[src/rtl/rrf_pkg.sv]
package rrf_pkg;

    // Effective number of stages: zero means one, large values clamp.
    function automatic int unsigned eff_stages(int unsigned req, int unsigned max_s);
        if (req == 0) return 1;
        if (req > max_s) return max_s;
        return req;
    endfunction

    // Mask with the n lowest bits set.
    function automatic logic [31:0] low_ones(int unsigned n);
        logic [31:0] m;
        m = '0;
        for (int unsigned i = 0; i < 32; i++) begin
            if (i < n) m[i] = 1'b1;
        end
        return m;
    endfunction

endpackage

[src/rtl/rrf_addr_xlate.sv]
module rrf_addr_xlate #(
    parameter int IDX_W = 4
) (
    input  logic [IDX_W-1:0] off_i,
    input  logic [IDX_W-1:0] ptr_i,
    output logic [IDX_W-1:0] phys_o
);
    // Sum truncated to IDX_W bits: wraps modulo the power-of-two file size.
    always_comb begin
        phys_o = off_i + ptr_i;
    end
endmodule

[src/rtl/rrf_storage.sv]
module rrf_storage #(
    parameter int DATA_W = 16,
    parameter int NREGS  = 16,
    parameter int NRD    = 2
) (
    input  logic                         clk_i,
    input  logic                         rst_ni,
    input  logic                         we_i,
    input  logic [$clog2(NREGS)-1:0]     waddr_i,
    input  logic [DATA_W-1:0]            wdata_i,
    input  logic [NRD*$clog2(NREGS)-1:0] raddr_i,
    output logic [NRD*DATA_W-1:0]        rdata_o
);
    localparam int IDX_W = $clog2(NREGS);

    logic [DATA_W-1:0] mem_q [NREGS];
    logic [DATA_W-1:0] mem_d [NREGS];

    always_comb begin
        mem_d = mem_q;
        if (we_i) begin
            mem_d[waddr_i] = wdata_i;
        end
    end

    always_ff @(posedge clk_i or negedge rst_ni) begin
        if (!rst_ni) begin
            for (int i = 0; i < NREGS; i++) begin
                mem_q[i] <= '0;
            end
        end else begin
            mem_q <= mem_d;
        end
    end

    for (genvar g = 0; g < NRD; g++) begin : g_rd
        assign rdata_o[g*DATA_W +: DATA_W] = mem_q[raddr_i[g*IDX_W +: IDX_W]];
    end
endmodule

[src/rtl/rrf_stage_ctl.sv]
module rrf_stage_ctl
    import rrf_pkg::*;
#(
    parameter int MAX_STAGES = 4,
    parameter int TRIP_W     = 8,
    parameter int IDX_W      = 4,
    parameter int SC_W       = 4
) (
    input  logic                  clk_i,
    input  logic                  rst_ni,
    input  logic                  start_i,
    input  logic [TRIP_W-1:0]     trip_i,
    input  logic [SC_W-1:0]       stages_i,
    input  logic                  branch_i,
    output logic [IDX_W-1:0]      icp_o,
    output logic [MAX_STAGES-1:0] pred_o,
    output logic [MAX_STAGES-1:0] mask_o
);
    typedef struct packed {
        logic [IDX_W-1:0]      icp;
        logic [MAX_STAGES-1:0] pred;
        logic [MAX_STAGES-1:0] mask;
        logic [TRIP_W-1:0]     remain;
    } ctl_st_t;

    ctl_st_t st_q, st_d;
    logic    active;
    logic    entering;
    logic [MAX_STAGES-1:0] new_mask;

    always_comb begin
        new_mask = MAX_STAGES'(low_ones(eff_stages(32'(stages_i), $unsigned(MAX_STAGES))));
        active   = |st_q.pred;
        entering = (st_q.remain != '0);
        st_d     = st_q;
        if (start_i) begin
            st_d.mask   = new_mask;
            st_d.pred   = MAX_STAGES'(trip_i != '0);
            st_d.remain = (trip_i != '0) ? trip_i - 1'b1 : '0;
        end else if (branch_i && active) begin
            st_d.icp  = st_q.icp + 1'b1;
            st_d.pred = ((st_q.pred << 1) | MAX_STAGES'(entering)) & st_q.mask;
            if (entering) begin
                st_d.remain = st_q.remain - 1'b1;
            end
        end
    end

    always_ff @(posedge clk_i or negedge rst_ni) begin
        if (!rst_ni) begin
            st_q <= '0;
        end else begin
            st_q <= st_d;
        end
    end

    assign icp_o  = st_q.icp;
    assign pred_o = st_q.pred;
    assign mask_o = st_q.mask;
endmodule

[src/rtl/rot_regfile.sv]
module rot_regfile #(
    parameter int DATA_W     = 16,
    parameter int NREGS      = 16,
    parameter int MAX_STAGES = 4,
    parameter int TRIP_W     = 8,
    localparam int IDX_W     = $clog2(NREGS),
    localparam int SC_W      = $clog2(MAX_STAGES) + 2,
    localparam int SIDX_W    = (MAX_STAGES > 1) ? $clog2(MAX_STAGES) : 1
) (
    input  logic                  clk_i,
    input  logic                  rst_ni,
    input  logic                  loop_start_i,
    input  logic [TRIP_W-1:0]     trip_count_i,
    input  logic [SC_W-1:0]       stage_count_i,
    input  logic                  branch_i,
    input  logic [IDX_W-1:0]      rd_a_off_i,
    input  logic [IDX_W-1:0]      rd_b_off_i,
    input  logic                  wr_en_i,
    input  logic                  wr_cond_i,
    input  logic [SIDX_W-1:0]     wr_stage_i,
    input  logic [IDX_W-1:0]      wr_off_i,
    input  logic [DATA_W-1:0]     wr_data_i,
    output logic [DATA_W-1:0]     rd_a_data_o,
    output logic [DATA_W-1:0]     rd_b_data_o,
    output logic [MAX_STAGES-1:0] stage_pred_o,
    output logic                  loop_cont_o
);
    localparam int NPORT = 3;  // two reads, one write

    logic [IDX_W-1:0]      icp_w;
    logic [MAX_STAGES-1:0] mask_w;
    logic [NPORT*IDX_W-1:0] offs_w;
    logic [NPORT*IDX_W-1:0] phys_w;
    logic [2*DATA_W-1:0]   rdata_w;
    logic                  stage_on;
    logic                  commit;

    rrf_stage_ctl #(
        .MAX_STAGES(MAX_STAGES),
        .TRIP_W    (TRIP_W),
        .IDX_W     (IDX_W),
        .SC_W      (SC_W)
    ) u_ctl (
        .clk_i   (clk_i),
        .rst_ni  (rst_ni),
        .start_i (loop_start_i),
        .trip_i  (trip_count_i),
        .stages_i(stage_count_i),
        .branch_i(branch_i),
        .icp_o   (icp_w),
        .pred_o  (stage_pred_o),
        .mask_o  (mask_w)
    );

    assign offs_w = {wr_off_i, rd_b_off_i, rd_a_off_i};

    for (genvar p = 0; p < NPORT; p++) begin : g_xlate
        rrf_addr_xlate #(.IDX_W(IDX_W)) u_xl (
            .off_i (offs_w[p*IDX_W +: IDX_W]),
            .ptr_i (icp_w),
            .phys_o(phys_w[p*IDX_W +: IDX_W])
        );
    end

    always_comb begin
        stage_on = 1'b0;
        for (int k = 0; k < MAX_STAGES; k++) begin
            if (int'(wr_stage_i) == k) stage_on = stage_pred_o[k];
        end
        commit = wr_en_i && wr_cond_i && stage_on;
    end

    rrf_storage #(
        .DATA_W(DATA_W),
        .NREGS (NREGS),
        .NRD   (2)
    ) u_store (
        .clk_i  (clk_i),
        .rst_ni (rst_ni),
        .we_i   (commit),
        .waddr_i(phys_w[2*IDX_W +: IDX_W]),
        .wdata_i(wr_data_i),
        .raddr_i(phys_w[2*IDX_W-1:0]),
        .rdata_o(rdata_w)
    );

    assign rd_a_data_o = rdata_w[DATA_W-1:0];
    assign rd_b_data_o = rdata_w[2*DATA_W-1:DATA_W];
    assign loop_cont_o = |stage_pred_o;
endmodule

[config.mk]
export PLATFORM = sky130hd
export DESIGN_NAME = rot_regfile
export DESIGN_NICKNAME = d
export VERILOG_FILES = /design/src/rtl/rrf_pkg.sv /design/src/rtl/rrf_addr_xlate.sv /design/src/rtl/rrf_storage.sv /design/src/rtl/rrf_stage_ctl.sv /design/src/rtl/rot_regfile.sv
export SDC_FILE = /design/constraint.sdc
export NUM_CORES = 1
export LEC_CHECK = 0
export ABC_AREA = 0
export CAP_MARGIN = 5
export CORE_MARGIN = 5
export CORE_UTILIZATION = 39
export DETAILED_ROUTE_END_ITERATION = 7
export DONT_BUFFER_PORTS = 1
export GPL_TIMING_DRIVEN = 0
export HOLD_SLACK_MARGIN = 0.05
export PLACE_DENSITY = 0.53
export RECOVER_POWER = 100
export SLEW_MARGIN = 0
export SYNTH_ARGS = -nofsm -noshare
export SYNTH_HDL_FRONTEND = slang
export SYNTH_HIERARCHICAL = 1
export SYNTH_SLANG_ARGS = --single-unit
[constraint.sdc]
create_clock -name clk_i -period 3.9 [get_ports clk_i]
set_clock_uncertainty 0.1 [all_clocks]
set_input_delay 0.39 -clock clk_i [delete_from_list [all_inputs] [get_ports clk_i]]
set_output_delay 0.39 -clock clk_i [all_outputs]
set_load 0.02 [all_outputs]
After elaboration in Yosys (flattened, before gate mapping)
Cells that the tools add are included.
Operators by class
  $add $sub $neg: 6
  magnitude comparators: 9
  equal/unequal tests: 3
  mux-type cells: 30
  bitwise operators: 6
  reduce and logical (&&, ||, !) cells: 13
Operators with widths (number)
  $bwmux 256: 1
  $bmux 16 s4: 2
  $mux 32: 3
  $mux 16: 5
  $demux 16 s4: 1
  $lt 1x32->1 const A: 2
  $lt 2x32->1 const A: 2
  $mux 8: 4
  $reduce_bool 8->1: 2
  $sub 8x1->8 const B: 2
  $ge 5x5->1 const B: 3
  $not 4->5: 3
  $add 4x4->4: 3
  $mux 1: 12
  $mux 4: 2
  $lt 5x1->1 const B: 1
  $add 4x1->4 const B: 1
  $and 4x4->4: 1
  $eq 2x2->1 const B: 2
  $gt 4x3->1 const B: 1
  $logic_and 1x1->1: 4
  $logic_not 4->1: 1
  $or 4x1->4: 1
  $reduce_and 2->1: 2
  5 further kinds: 6
Storage, ports and cells
  register bits: 276
  input port bits: 48
  output and inout bits: 37
  logic and storage cells: 87

Longest topological paths before layout
Gate-level depths: netlist (run 1).
  depth after elaboration: 7
  gate-level depth with buffers: 10
  gate-level depth less buffers: 7

Hierarchy
The synthesis (run 1) kept the hierarchy.
By module, submodules not included
  rrf_storage: times used 1, cells an instance 848, area each 13304.0 µm²
  rrf_stage_ctl: times used 1, cells an instance 131, area each 1280.0 µm²
  rrf_addr_xlate: times used 3, cells an instance 9, area each 100.1 µm²
  rot_regfile: times used 1, cells an instance 3, area each 36.3 µm²

Worst setup path after synthesis (run 1)
Ideal clock, no wire load.
  kind: register to output
  start point: reg u_ctl.st_q (netlist bit u_ctl/icp_o[0])
  end point: out rd_a_data_o[13]
  data arrival time: 2.528 ns
  required time: 3.410 ns
  slack: 0.882 ns
  cell stages (with the launch flop): 9
  path buffers: 3
  cells stage by stage: dfrtp_1 -> buf_4 -> ha_1 -> fa_1 -> clkbuf_1 -> buf_1 -> mux4_2 -> a22oi_1 -> nand2_1
Between the ends
  word-level cells in the longest chain between the ends: 5
Ends and longest elaborated chain
  start: declaration: line rrf_stage_ctl.sv:26  | ctl_st_t st_q, st_d;
  start signal: assignment: line rrf_stage_ctl.sv:53  | st_q <= st_d;
  $add 4x4->4: line rrf_addr_xlate.sv:10  | phys_o = off_i + ptr_i;
  named net phys_w[1]: line rot_regfile.sv:33  | logic [NPORT*IDX_W-1:0] phys_w;
  $not 4->5 (implied by the code): line rrf_storage.sv:37  | assign rdata_o[g*DATA_W +: DATA_W] = mem_q[raddr_i[g*IDX_W +: IDX_W]];
  $bmux 16 s4: line rrf_storage.sv:37
  $mux 16 (implied by the code) (2 in series): line rrf_storage.sv:37
  end: declaration: line rot_regfile.sv:23  | output logic [DATA_W-1:0] rd_a_data_o,
The timed path passes the listed nets, and every way through them passes these cells. The select of a mux whose other input is x is not followed.

Worst setup path in the final report (run 1)
  start point: reg u_ctl.st_q (netlist bit u_ctl/icp_o[0])
  end point: out rd_a_data_o[3]
The elaborated chain is that of the path after synthesis.

==> metrics.md, run 1 <==
| Metric | Value |
|---|---|
| Layout cells sized above 1 | 45.23% |
| Pwr Density | 923.5 nW/um^2 |
| Syn avg cell area | 14.82 um^2 |
| Hold slack final | -0.5150 ns |
| Placed cells | 1516 |
| Clock latency on the worst-skew pair | 0.50 ns |
| Maxcap violations | 0 |
| Number of top-level pins | 85 |
| Via count | 9352 |
| CP Class | flop to output pin |
| Post-route setup slack | 0.1131 ns |
| Worst EP arrival | 3.30 ns |
| Violated checks | negative hold slack |
| Core area | 37670 um^2 |
| Final Hold Vio Count | 276 |
| Commonest non-fill, non-tap cell in the layout | dfrtp_1 |
| RSZ-0062 raised after global routing | false |
| Global-route wire length before repair | 66020 um |
| Synthesis Warnings | 6 |
| Slew Viols, Final | 0 |
| Post-DRT Antenna Nets | 0 |
| Area of the multi-input gates | 7631 um^2 |
| Initial antenna violation count | 0 |
| Final Setup Violations | 0 |
| Layout area overhead | 15.57% |
| GRT Overall Usage | 21.15% |
| Required time worst endpoint | 3.41 ns |
| # DRC | 0 |
| Worst Setup Start Kind | flop |
| Final core occ | 45.69% |
| Routability Congestion | 0.7766 |
| Buf/Inv on CP | 2 |
| Register area | 6907 um^2 |
| Nets | 1139 |
| Vias in the first global route | 9981 |
| Worst setup EP type | output pin |
| Worst Path Max Fanout | 10 |
| Leak | 7.748 nW |
| DRT Wirelength | 43790 um |
| Clock slew at reported path FFs | 0.06 ns |
| Root Buffer | clkbuf_16 |
| PortBufs | 0 |
| Synthesized area | 14890 um^2 |
| Largest net degree at the start of global routing | 277 |
| Antenna cells | 0 |
| Post-synthesis cell count | 1005 |
| Worst-path cell chain | buf_4 > ha_1 > fa_2 > clkbuf_4 > mux4_2 > a22oi_1 > nand2_1 |
| Most frequent cells in the layout | 276 x dfrtp_1, 210 x mux2_2, 129 x mux4_2, 49 x a22oi_1, 48 x mux2_1 |
| Crit-path slowest cell | fa_2 |
| TritonCTS Buffers | 34 |
| DR WL/cell | 27.16 um |
| Final worst-path cycle share | 97.10% |
| Worst stage delay on the critical path | 0.68 ns |
| Reg2reg path depth | 10 |
| Total gr overflow | 0 |
| Hold Buf Count CTS | 30 |
| Pre-antenna DRT Iters | 5 |
| IR drop worst, VDD | 0.3516 mV |
| CTS tree | built |
| Syn nets | 1068 |
| Rel. slew slack | 21.78% |
| Hold crit path type | primary input to async pin |
| Clock Sinks | 276 |
| Die footprint | 42190 um^2 |
| Cell depth of the worst setup path | 7 |
| Filler cell count | 3454 |
| DR vias/cell | 5.801 |
| Tightest Pin Transition | 1.173 ns |
| Iter 0 DRT Violations | 691 |
| Site Rows | 71 |
| Status | complete, but fails checks |
| Hpwl dp | 28490 um |
| H-tree levels | 2 |
| Initial Utilization | 39.53% |
| Minimum clock period | 3.787 ns |
| Clock buffer depth | 3 |
| Pre-CTS setup slack | -0.4490 ns |
| Post-Layout Cell Count | 1612 |
| DIE WIDTH | 205.4 um |
| DIE HEIGHT | 205.4 um |
| Largest delay contributor family on the critical path | adder cells |
| Timing-limited maximum frequency | 0.2641 GHz |
| Setup TNS | 0 ns |
report_power, final:
| part | internal (mW) | switching, mW | leakage, nW |
|---|---|---|---|
| logic | 3.57 | 4.08 | 3.45 |
| clock network | 1.95 | 1.22 | 0.565 |
| registers | 4.17 | 0.902 | 3.74 |
| total | 9.69 | 6.20 | 7.75 |
per-stage QoR:
| stage | area (um^2) | total power [mW] |
|---|---|---|
| floorplan | 14890 | 10.00 |
| finish | 17210 | 15.89 |
| global placement | 15530 | 12.10 |
| detailed placement | 15530 | 12.25 |
| global route | 17210 | 16.75 |
| CTS | 17170 | 15.86 |
state kept, by name, summed over array words and instances, names as in the netlist:
name,flops
u_ctl/mask_o,4
u_store/mem_q,256
u_ctl/pred_o,4
u_ctl/st_q,8
u_ctl/icp_o,4
final timing paths:
kind | to | slack [ns] | start
hold reg to reg | u_ctl/icp_o[3]$_DFFE_PN0P_ | 0.37 | u_ctl/icp_o[3]$_DFFE_PN0P_
min in group clk_i | u_ctl/st_q[5]$_DFFE_PN0P_ | 0.08 | loop_start_i
setup reg to reg | u_store/mem_q[200]$_DFFE_PN0P_ | 0.33 | u_ctl/icp_o[1]$_DFFE_PN0P_
hold / removal | u_ctl/pred_o[2]$_DFFE_PN0P_ | -0.52 | rst_ni
max in group asynchronous | u_store/mem_q[180]$_DFFE_PN0P_ | 3.25 | rst_ni
setup / recovery | rd_a_data_o[3] | 0.11 | u_ctl/icp_o[0]$_DFFE_PN0P_
final cells by class:
cell class	count	area share (%)
Clock buffer	51	5.962
Timing Repair Buffer	39	2.268
Tap cell	511	3.715
Sequential cell	276	40.13
Multi-Input combinational cell	633	44.34
Clock inverter	10	0.6253
Buffer	87	2.843
Inverter	5	0.1091
metal layers:
| layer | GRT usage, % | up-vias | wire length [um] |
|---|---|---|---|
| li1 | - | 4023 | - |
| met1 | 29.27 | 5034 | 18970 |
| met2 | 34.10 | 233 | 21020 |
| met3 | 4.980 | 62 | 2909 |
| met4 | 5.024 | 0 | 894 |
| met5 | 0 | - | 0 |
what timing repair did:
| item | CTS | global route |
|---|---|---|
| setup endpoints to repair | 32 | 26 |
| resized for setup | 67 | 24 |
| endpoints found under the hold margin | 386 | 276 |
| pin swaps | 2 | 3 |
| setup buffers | 6 | 3 |
| cloned | 0 | 0 |
(Power assumes the default switching activity.)
==> run 2: changes to the inputs <==
--- a/config.mk
+++ b/config.mk
@@ -5,7 +5,7 @@
 export SDC_FILE = /design/constraint.sdc
 export NUM_CORES = 1
 export LEC_CHECK = 0
-export ABC_AREA = 0
+export ABC_AREA = 1
 export CAP_MARGIN = 5
 export CORE_MARGIN = 5
 export CORE_UTILIZATION = 39
==> metrics.md, run 2 <==
| Metric | Value |
|---|---|
| Hold slack final | -0.5619 ns (-0.04687 ns) |
| Required time worst endpoint | 3.41 ns (about the same) |
| Minimum clock period | 3.898 ns (+0.1114 ns) |
| DIE WIDTH | 216.5 um (+5.4%) |
| Timing-limited maximum frequency | 0.2565 GHz (-2.9%) |
| GRT Overall Usage | 34.86% (+14 points) |
| Clock buffer depth | 3 (unchanged) |
| Synthesized area | 16630 um^2 (+12%) |
| Core area | 42040 um^2 (+12%) |
| Clock Sinks | 276 (unchanged) |
| Final worst-path cycle share | 99.96% (+2.9 points) |
| Clock latency on the worst-skew pair | 0.53 ns (+0.03 ns) |
| Post-DRT Antenna Nets | 0 (unchanged) |
| Initial Utilization | 39.57% (about the same) |
| CP Class | flop to output pin |
| Site Rows | 75 (+5.6%) |
| DIE HEIGHT | 216.5 um (+5.4%) |
| Area of the multi-input gates | 7687 um^2 (+0.74%) |
| PortBufs | 0 (unchanged) |
| Post-synthesis cell count | 2496 (+150%) |
| Total gr overflow | 0 (unchanged) |
| Synthesis Warnings | 6 (unchanged) |
| Biggest register | u_store/mem_q |
| Worst EP arrival | 3.41 ns (+0.11 ns) |
| Setup Buffers After CTS | 0 (-6) |
| DRT Wirelength | 83490 um (+91%) |
| Final Setup Violations | 0 (unchanged) |
| DR WL/cell | 26.92 um (-0.89%) |
| Routability Congestion | 1.047 (+35%) |
| Global-route wire length before repair | 118100 um (+79%) |
| Status | complete, but fails checks |
| Largest net degree at the start of global routing | 277 (unchanged) |
| Hpwl dp | 61950 um (+120%) |
| Number of top-level pins | 85 (unchanged) |
| Placed cells | 3035 (+100%) |
| Vias in the first global route | 16621 (+67%) |
| Via count | 17594 (+88%) |
| DR vias/cell | 5.674 (-2.2%) |
| Commonest non-fill, non-tap cell in the layout | nand2_1 |
| Nets | 2607 (+130%) |
| # DRC | 0 (unchanged) |
| Syn avg cell area | 6.665 um^2 (-55%) |
| Initial antenna violation count | 4 (+4) |
| Final core occ | 44.08% (-1.6 points) |
| Hold crit path type | primary input to async pin |
| Register area | 6907 um^2 (unchanged) |
| Die footprint | 46880 um^2 (+11%) |
| H-tree levels | 2 (unchanged) |
| Layout area overhead | 11.40% |
| Worst Setup Start Kind | flop |
| Syn nets | 2559 (+140%) |
| Final Hold Vio Count | 276 (unchanged) |
| Slew Viols, Final | 0 (unchanged) |
| Top flop regs | u_store/mem_q (256), u_ctl/st_q (8) |
| Iter 0 DRT Violations | 2395 (+250%) |
| TritonCTS Buffers | 35 (+2.9%) |
| Clock slew at reported path FFs | 0.06 ns (about the same) |
| Hold Buf Count CTS | 11 (-63%) |
| Post-Layout Cell Count | 3101 (+92%) |
| Pre-antenna DRT Iters | 6 (+1) |
| Filler cell count | 4538 (+31%) |
| Layout cells sized above 1 | 7.770% (-37 points) |
| Tightest Pin Transition | 1.264 ns (+0.09066 ns) |
| RSZ-0062 raised after global routing | true |
| Worst Path Max Fanout | 10 (unchanged) |
| CTS tree | built |
| Violated checks | negative hold slack |
| Worst setup EP type | output pin |
| Maxcap violations | 0 (unchanged) |
| Most frequent cells in the layout | 895 x nand2_1, 474 x nand3_1, 318 x inv_1, 276 x dfrtp_1, 263 x o21ai_0 |
| Max reg flops | 256 (unchanged) |
| Root Buffer | clkbuf_16 |
| Rel. slew slack | 15.74% (-6.0 points) |
## run 2: layer usage
metal,vias up,share of wire [%],GRT usage [%]
met4,0,4.5,13.93
met3,172,11,9.392
li1,7926,-,-
met5,-,0,0
met2,923,42,51.20
met1,8573,43,48.97
## run 2: layout make-up
type,instances,area share [%]
Multi-Input combinational cell,1721,41.48
Sequential cell,276,37.27
Inverter,323,6.590
Clock buffer,49,5.509
Buffer,176,4.686
Tap cell,539,3.639
Timing Repair Buffer,11,0.5942
Clock inverter,5,0.2161
Antenna cell,1,0.01350
## run 2: final timing paths
check | endpoint | cells past startpoint | slack (ns) | startpoint
max | rd_a_data_o[13] | 9 | 0.002 | u_ctl/icp_o[0]$_DFFE_PN0P_
min | u_store/mem_q[9]$_DFFE_PN0P_ | 0 | -0.56 | rst_ni
max reg2reg | u_store/mem_q[234]$_DFFE_PN0P_ | 11 | 0.04 | u_ctl/pred_o[0]$_DFFE_PN0P_
min reg2reg | u_ctl/icp_o[3]$_DFFE_PN0P_ | 1 | 0.37 | u_ctl/icp_o[3]$_DFFE_PN0P_
max in group asynchronous | u_ctl/mask_o[2]$_DFFE_PN0P_ | 0 | 3.56 | rst_ni
min in group clk_i | u_ctl/st_q[3]$_DFFE_PN0P_ | 5 | 0.07 | trip_count_i[3]
## run 2: stage by stage
stage / cell area [um^2] / TNS [ns] / setup WS, ns
finish: 18530 / 0 / 0.001665
global route: 18530 / -0.03560 / -0.009077
CTS: 18570 / 0 / 0.005440
detailed placement: 17310 / 0 / 0.01211
global placement: 17310 / 0 / 0.01011
floorplan: 16630 / 0 / 1.305
## run 2: timing repair
| action | CTS | global route |
|---|---|---|
| gates resized for setup | 46 | 17 |
| gates cloned | 0 | 0 |
| setup endpoints to repair | 32 | 25 |
| endpoints found under the hold margin | 285 | 276 |
## run 2: worst max-delay path, cell delays in order, from the launching register on
cell and delay, ns:
dfrtp_1 0.42, buf_4 0.17, ha_1 0.20, fa_1 0.55, inv_2 0.25, buf_2 0.41, nand3_1 0.12, nand3_1 0.21
nand3_1 0.24, nand2_1 0.28
Power of run 2 is left out: the tool's default activity adds up to more than one toggle a clock period on the data nets, which glitch-free logic cannot reach.
==> run 3: changes to the inputs <==
--- a/config.mk
+++ b/config.mk
@@ -13,7 +13,7 @@
 export DONT_BUFFER_PORTS = 1
 export GPL_TIMING_DRIVEN = 0
 export HOLD_SLACK_MARGIN = 0.05
-export PLACE_DENSITY = 0.53
+export PLACE_DENSITY = 0.55
 export RECOVER_POWER = 100
 export SLEW_MARGIN = 0
 export SYNTH_ARGS = -nofsm -noshare
==> constraint.sdc (replaced) <==
create_clock -name clk_i -period 3.5 [get_ports clk_i]
set_clock_uncertainty 0.1 [all_clocks]
set_input_delay 0.35 -clock clk_i [delete_from_list [all_inputs] [get_ports clk_i]]
set_output_delay 0.35 -clock clk_i [all_outputs]
set_load 0.02 [all_outputs]
==> metrics.md, run 3 (synthesis results as in run 2) <==
| Metric | Value |
|---|---|
| Vias in the first global route | 16804 (+1.1%) |
| Die footprint | 46880 um^2 (unchanged) |
| Largest delay contributor family on the critical path | adder cells |
| Worst EP arrival | 3.08 ns (-0.33 ns) |
| Crit-path slowest cell | fa_2 |
| # DRC | 2 (+2) |
| Commonest non-fill, non-tap cell in the layout | nand2_1 |
| Worst stage delay on the critical path | 0.63 ns (+0.08 ns) |
| Worst R2R Setup Slack | 0.26 ns (+0.22 ns) |
| Final worst-path cycle share | 100.8% |
| RR Startpoint | u_ctl/pred_o[2]$_DFFE_PN0P_ |
| Routability Congestion | 1.057 (+1.0%) |
| RSZ-0062 raised after global routing | true |
| Pre-antenna DRT Iters | 8 (+2) |
| Layout cells sized above 1 | 10.54% (+2.8 points) |
| Reg2reg path depth | 11 (unchanged) |
| DR vias/cell | 5.664 (-0.18%) |
| Slew Viols, Final | 0 (unchanged) |
| Max reg flops | 256 (unchanged) |
| Initial Utilization | 39.57% (unchanged) |
| DIE WIDTH | 216.5 um (unchanged) |
| Clock latency on the worst-skew pair | 0.54 ns (about the same) |
| Rel. slew slack | 25.95% (+10 points) |
| Hold slack final | -0.6114 ns (-0.04952 ns) |
| Layout area overhead | 15.81% |
| Status | complete, but fails checks |
| Timing-limited maximum frequency | 0.2836 GHz |
| Number of top-level pins | 85 (unchanged) |
| Placed cells | 3035 (unchanged) |
| Hold crit path type | primary input to async pin |
| TritonCTS Buffers | 36 (+2.9%) |
| Critical R2R Capture | u_store/mem_q[221]$_DFFE_PN0P_ |
| Final Setup Violations | 6 (+6) |
| Hpwl dp | 60890 um (-1.7%) |
| DR WL/cell | 26.43 um (-1.8%) |
| Final Hold Vio Count | 276 (unchanged) |
| Hold Buf Count CTS | 20 (+9) |
| PortBufs | 0 (unchanged) |
| Worst Path Max Fanout | 10 (unchanged) |
| H-tree levels | 2 (unchanged) |
| CP dominant cell by count | nand3_1 |
| Required time worst endpoint | 3.05 ns (-0.36 ns) |
| Post-Layout Cell Count | 3122 (+0.68%) |
| Violated checks | design-rule violations, negative hold slack, negative setup slack |
| Global-route wire length before repair | 118700 um (+0.56%) |
| Maxcap violations | 0 (unchanged) |
| Most frequent cells in the layout | 875 x nand2_1, 439 x nand3_1, 314 x inv_1, 276 x dfrtp_1, 265 x o21ai_0 |
| Tightest Pin Transition | 1.111 ns (-0.1531 ns) |
| Clock buffer depth | 3 (unchanged) |
| Worst Setup Start Kind | flop |
| Biggest register | u_store/mem_q |
| Post-route setup slack | -0.02665 ns (-0.02832 ns) |
| CTS tree | built |
| Nets | 2621 (+0.54%) |
| DRT Wirelength | 82530 um (-1.1%) |
| Core area | 42040 um^2 (unchanged) |
| Worst setup EP type | output pin |
| Largest net degree at the start of global routing | 277 (unchanged) |
| CP Class | flop to output pin |
| Minimum clock period | 3.527 ns |
| DIE HEIGHT | 216.5 um (unchanged) |
| Post-DRT Antenna Nets | 0 (unchanged) |
| Via count | 17682 (+0.50%) |
| GRT Overall Usage | 34.80% (-0.058 points) |
| Clock Sinks | 276 (unchanged) |
| Site Rows | 75 (unchanged) |
| Initial antenna violation count | 2 (-2) |
| Root Buffer | clkbuf_16 |
| Buf/Inv on CP | 3 (unchanged) |
| Top flop regs | u_store/mem_q (256), u_ctl/st_q (8) |
| Total gr overflow | 0 (unchanged) |
| Clock slew at reported path FFs | 0.06 ns (about the same) |
| Worst-path cell chain | buf_4 > ha_1 > fa_2 > buf_8 > clkbuf_4 > nand3_1 > nand3_1 > nand3_1 > nand2_2 |
| Iter 0 DRT Violations | 2339 (-2.3%) |
==> run 3: cell count changes in the layout (fill, tap and decap cells not counted), moves of 9 or more <==
cell and change:
nand3_1 -35, nand3_2 +32, nand2_1 -20, buf_2 -16, clkbuf_2 -15, nand2_4 +13, buf_4 +12, dlygate4sd3_1 +9
==> run 3: how the worst max path moves through the flow <==
stage	to	slack, ns	depth (start not counted)	from
after CTS	rd_a_data_o[5]	-0.02	10	u_ctl/icp_o[0]$_DFFE_PN0P_
after global routing	rd_b_data_o[9]	-0.05	10	u_ctl/icp_o[2]$_DFFE_PN0P_
final	rd_b_data_o[9]	-0.03	9	u_ctl/icp_o[0]$_DFFE_PN0P_
after detailed placement	rd_a_data_o[6]	-0.19	9	u_ctl/icp_o[0]$_DFFE_PN0P_
after floorplan	rd_b_data_o[0]	0.95	10	u_ctl/icp_o[0]$_DFFE_PN0P_
after global placement	rd_a_data_o[6]	-0.21	9	u_ctl/icp_o[0]$_DFFE_PN0P_
==> run 3: metrics by stage <==
step / cell area, um^2 / setup TNS [ns] / worst slack, ns / utilization (%)
floorplan: 16630 / 0 / 0.9452 / -
global placement: 17310 / -2.010 / -0.2122 / 41.17
detailed placement: 17310 / -1.875 / -0.1865 / 41.17
CTS: 19180 / -0.03414 / -0.02056 / 45.62
global route: 19260 / -0.3730 / -0.04933 / 45.81
finish: 19260 / -0.06203 / -0.02665 / 45.82
==> run 3: what timing repair did <==
item,CTS,global route
resized for setup,155,33
setup endpoints to repair,32,27
pin swaps,7,2
setup buffers,3,1
endpoints found under the hold margin,295,276
==> run 3: final cells by class <==
type                       count  area (um^2)
tap                          539        674.4
clock inverter                13        152.6
clock buffer                  48         1017
timing repair buffer          24        230.2
multi-input combinational   1721         8019
antenna                        2        5.005
buffer                       176         1020
inverter                     323         1240
fill                        4411        22780
sequential                   276         6907
==> run 3: metal layers <==
metal	track usage [%]	vias up	routed length [um]
met4	15.50	0	4437
met2	50.41	942	33940
li1	-	7961	-
met5	0	-	0
met1	49.29	8581	35450
met3	8.638	198	8699
Power of run 3 is left out for the same reason.
